--- src/rtl/bilbo_pkg.sv ---
package bilbo_pkg;

  typedef enum logic [1:0] {
    MODE_SCAN   = 2'b00,
    MODE_SIG    = 2'b01,
    MODE_CLEAR  = 2'b10,
    MODE_SYSTEM = 2'b11
  } bilbo_mode_t;

  typedef struct packed {
    logic scan;
    logic sig;
    logic clear;
    logic system;
  } bilbo_sel_t;

endpackage

--- src/rtl/bilbo_mode_dec.sv ---
module bilbo_mode_dec
  import bilbo_pkg::*;
(
  input  logic [1:0] mode_sel,
  output bilbo_sel_t sel
);
  always_comb begin
    sel = '0;
    case (bilbo_mode_t'(mode_sel))
      MODE_SCAN:   sel.scan   = 1'b1;
      MODE_SIG:    sel.sig    = 1'b1;
      MODE_CLEAR:  sel.clear  = 1'b1;
      default:     sel.system = 1'b1;
    endcase
  end
endmodule

--- src/rtl/bilbo_fb.sv ---
module bilbo_fb #(
  parameter int          WIDTH    = 8,
  parameter logic [WIDTH-1:0] TAP_MASK = 8'hB8
) (
  input  logic [WIDTH-1:0] state,
  output logic             fb
);
  // Parity of the tapped bits forms the feedback term for bit 0.
  always_comb fb = ^(state & TAP_MASK);
endmodule

--- src/rtl/bilbo_cell.sv ---
module bilbo_cell
  import bilbo_pkg::*;
(
  input  logic       clk,
  input  logic       rst,
  input  bilbo_sel_t sel,
  input  logic       d,
  input  logic       shift_src,
  input  logic       sig_src,
  output logic       q
);
  logic nxt;

  always_comb begin
    nxt = q;
    if (sel.system)     nxt = d;
    else if (sel.clear) nxt = 1'b0;
    else if (sel.scan)  nxt = shift_src;
    else if (sel.sig)   nxt = d ^ sig_src;
  end

  always_ff @(posedge clk) begin
    if (rst) q <= 1'b0;
    else     q <= nxt;
  end
endmodule

--- src/rtl/bilbo_reg.sv ---
module bilbo_reg
  import bilbo_pkg::*;
#(
  parameter int               WIDTH    = 8,
  parameter logic [WIDTH-1:0] TAP_MASK = 8'hB8
) (
  input  logic             clk,
  input  logic             rst,
  input  logic [1:0]       mode_sel,
  input  logic [WIDTH-1:0] par_in,
  input  logic             scan_in,
  output logic [WIDTH-1:0] reg_q,
  output logic             scan_out
);
  localparam int MSB = WIDTH - 1;

  bilbo_sel_t sel;
  logic       fb;

  bilbo_mode_dec u_dec (
    .mode_sel (mode_sel),
    .sel      (sel)
  );

  bilbo_fb #(.WIDTH(WIDTH), .TAP_MASK(TAP_MASK)) u_fb (
    .state (reg_q),
    .fb    (fb)
  );

  for (genvar i = 0; i < WIDTH; i++) begin : g_bit
    if (i == 0) begin : g_head
      bilbo_cell u_cell (
        .clk       (clk),
        .rst       (rst),
        .sel       (sel),
        .d         (par_in[0]),
        .shift_src (scan_in),
        .sig_src   (fb),
        .q         (reg_q[0])
      );
    end else begin : g_body
      bilbo_cell u_cell (
        .clk       (clk),
        .rst       (rst),
        .sel       (sel),
        .d         (par_in[i]),
        .shift_src (reg_q[i-1]),
        .sig_src   (reg_q[i-1]),
        .q         (reg_q[i])
      );
    end
  end

  assign scan_out = reg_q[MSB];
endmodule

--- config.mk ---
export PLATFORM = sky130hd
export DESIGN_NAME = bilbo_reg
export DESIGN_NICKNAME = d
export VERILOG_FILES = /design/src/rtl/bilbo_pkg.sv /design/src/rtl/bilbo_mode_dec.sv /design/src/rtl/bilbo_fb.sv /design/src/rtl/bilbo_cell.sv /design/src/rtl/bilbo_reg.sv
export SDC_FILE = /design/constraint.sdc
export NUM_CORES = 1
export LEC_CHECK = 0
export ABC_AREA = 1
export BUFFER_PORTS_ARGS = -buffer_cell sky130_fd_sc_hd__buf_2
export CAP_MARGIN = 10
export CORE_UTILIZATION = 48
export DETAILED_ROUTE_END_ITERATION = 6
export PLACE_DENSITY = 0.82
export SYNTH_ARGS = -nofsm -noshare
export SYNTH_HDL_FRONTEND = slang
export SYNTH_HIERARCHICAL = 1
export SYNTH_SLANG_ARGS = --single-unit
--- constraint.sdc ---
create_clock -name clk -period 1.2 [get_ports clk]
set_input_delay 0.24 -clock clk [delete_from_list [all_inputs] [get_ports clk]]
set_output_delay 0.24 -clock clk [all_outputs]
set_load 0.1 [all_outputs]
==> flow_metrics.env <==
export IMPL_rsz0062_at_grt="true"
export IMPL_cts_buffer_depth=2
export IMPL_worstRegToRegCells=10
export IMPL_setup_slack_ps=-67.8
export IMPL_port_buffers=21
export IMPL_place_congestion=0.765
export IMPL_dr_first_iter_drc_count=75
export IMPL_critPathMaxFanout=3
export IMPL_antenna_found_initial=0
export IMPL_skew_ps=12.1
export IMPL_routed_via_density=5.11
export IMPL_synth_compound_area_share=0.134
export IMPL_dp_hpwl_um=1830
export IMPL_rows=15
export IMPL_htreeDepth=1
export IMPL_synth_xor_area_frac=0.00904
export IMPL_synthAdderAreaFrac=0
export IMPL_drive_gt1_frac=0.238
export IMPL_grt_pass1_wl_um=4220
export IMPL_end_kind="flip-flop"
export IMPL_muxShareOfSynthArea=0
export IMPL_yosys_register_bits=8
export IMPL_die_area_um2=2200
export IMPL_drtPass1Iterations=4
export IMPL_timing_worst_setup_path_type="reg -> reg"
export IMPL_synth_avg_cell_area_um2=5.07
export IMPL_drv_slew=0
export IMPL_cts_root_buf="clkbuf_4"
export IMPL_violations="setup timing"
export IMPL_die_h_um=46.9
export IMPL_r2r_end="g_bit[0].g_head.u_cell/q$_SDFFE_PP0P_"
export IMPL_hold_viol=0
export IMPL_grtUsageTotal=0.270
export IMPL_path_clk_slew_ps=70
export IMPL_cts_tree="built"
export IMPL_fp_coreArea_um2=1800
export IMPL_synth_top_family_by_area="simple AND/OR/NAND/NOR gates"
export IMPL_worst_pin_slew_ps=207
export IMPL_grt_max_degree=25
export IMPL_gr_total_overflow=0
export IMPL_tns_ps=-67.8
export IMPL_netlist_instances=191
export IMPL_pin_count=22
export IMPL_synth_area_um2=968
export IMPL_synth_fp_nets=204
export IMPL_cp_start_kind="flip-flop"
export IMPL_synth_cell_types=11
export IMPL_whs_endpoint="g_bit[7].g_body.u_cell/q$_SDFFE_PP0P_"
export IMPL_hold_depth=5
export IMPL_numCtsBuffers=3
export IMPL_final_antenna_net_count=0
export IMPL_clock_sinks=8
export IMPL_setup_viol=1
export IMPL_insertion_delay_ps=270
export IMPL_num_antenna_cells=0
export IMPL_finalWirelength_um=2950
export IMPL_dieWidth_um=46.9
export IMPL_maxSlewHeadroom=0.862
export IMPL_yosysWarnings=6
export IMPL_p_leak_nw=0.774
export IMPL_layout_nets=237
export IMPL_yosysSeqAreaShare=0.165
export IMPL_hold_slack_ps=347
export IMPL_rrSetupSlack_ps=-70
export IMPL_drc=0
export IMPL_hold_start="par_in[7]"
export IMPL_cp_arrival_ps=1410
export IMPL_area_delta_synth_final_pct=42.9
export IMPL_detail_route_wl_per_cell_um=11.9
export IMPL_timing_final_crit_share=1.06
export IMPL_drv_cap=0
export IMPL_required_ps=1350
export IMPL_r2r_start="g_bit[4].g_body.u_cell/q$_SDFFE_PP0P_"
export IMPL_max_freq_mhz=789
export IMPL_hold_path_class="in -> reg"
export IMPL_post_route_min_period_ps=1270
export IMPL_power_per_cell_area_nw_per_um2=1030
export IMPL_initial_core_util=0.538
export IMPL_grt_pass1_vias=1120
export IMPL_ir_worst_vdd_uv=630
export IMPL_status="finished, violations left"
export IMPL_synthSimpleGateAreaFrac=0.470
export IMPL_vias=1268
## cell families (layout without fill, tap and decap cells)
group | count (synthesis) | count (layout)
and+or+nand+nor | 110 | 110
buffers and inverters | 56 | 88
AOI/OAI and AO/OA | 16 | 16
DFF | 8 | 8
xor gates and xnor gates | 1 | 1
## per-stage QoR
stage	std cells	worst slack (ps)	total power [mW]	util	instance area (um2)
floorplan	191	1.08	0.862	-	993
global placement	241	134	1.09	0.733	1320
detailed placement	241	63.5	1.12	0.733	1320
CTS	245	55.0	1.36	0.747	1350
global route	248	-165	1.49	0.768	1380
finish	248	-67.8	1.42	0.768	1380
## worst max path at each step
stage                                                      from                                     to  slack, ps  cells past startpoint
after floorplan           g_bit[4].g_body.u_cell/q$_SDFFE_PP0P_  g_bit[0].g_head.u_cell/q$_SDFFE_PP0P_          1                     10
after global placement                              mode_sel[1]  g_bit[1].g_body.u_cell/q$_SDFFE_PP0P_        130                      8
after detailed placement                            mode_sel[0]  g_bit[3].g_body.u_cell/q$_SDFFE_PP0P_         60                      7
after CTS                 g_bit[4].g_body.u_cell/q$_SDFFE_PP0P_  g_bit[0].g_head.u_cell/q$_SDFFE_PP0P_         60                     10
after global routing      g_bit[4].g_body.u_cell/q$_SDFFE_PP0P_  g_bit[0].g_head.u_cell/q$_SDFFE_PP0P_       -160                     10
final                     g_bit[4].g_body.u_cell/q$_SDFFE_PP0P_  g_bit[0].g_head.u_cell/q$_SDFFE_PP0P_        -70                     10
## synth_stat cells
library cell / number / area (um2)
nand3_1: 8 / 40.0
a21boi_1: 8 / 60.1
xnor2_1: 1 / 8.76
nand2_1: 57 / 214
dfxtp_1: 8 / 160
a21oi_2: 8 / 70.1
nor2_2: 1 / 6.26
nor2_1: 36 / 135
inv_1: 55 / 206
nand3b_1: 8 / 60.1
buf_4: 1 / 7.51
## layer usage
metal | track usage | wire [um] | vias up | share of wire
met5 | 0 | 0 | - | 0
met4 | 0.194 | 113 | 0 | 0.038
met3 | 0.0231 | 227 | 19 | 0.077
met2 | 0.475 | 1530 | 71 | 0.52
met1 | 0.302 | 1080 | 560 | 0.37
li1 | - | - | 618 | -
## critical path, stage by stage (launching register included)
cell and delay [ps]:
dfxtp_4 370, nand2_2 80, inv_1 50, nor2_1 110, nand2_1 70, nand2_1 120
inv_1 70, nand2_1 60, nand3_1 70, nand2_1 90, a21oi_2 50
## cell type report
class                      count  area (um2)
multi-input combinational    127         602
fill                         144         418
timing repair buffer          29         338
inverter                      55         206
sequential                     8         180
tap                           25        31.3
clock buffer                   4        26.3
## flip-flops by register name, indices dropped and copies added, names as in the netlist
signal	count
g_bit.g_body.u_cell/q	7
g_bit.g_head.u_cell/q	1
## report_power, final
group / leakage (nW) / internal [mW] / switching, mW
clock: 0.0150 / 0.128 / 0.116
sequential: 0.0701 / 0.301 / 0.0604
combinational: 0.689 / 0.308 / 0.507
total: 0.774 / 0.737 / 0.684
## layout by cell type (no fill, tap or decap)
cell       n
buf_4      5
dfxtp_4    4
a21oi_2    8
a21boi_1   8
buf_2     12
nor2_1    34
nand3_1    8
clkbuf_4   3
nand2_1   56
nor2_2     3
dfxtp_2    4
nand3b_1   8
clkbuf_1   1
inv_1     54
xnor2_1    1
buf_12    12
inv_2      1
nand2_2    1
## timing repair
item	CTS	global route
resized for setup	0	2
setup endpoints to repair	0	1
buffers inserted	0	3
hold buffers	0	0
Note: power is estimated with default switching activity, not from simulation.
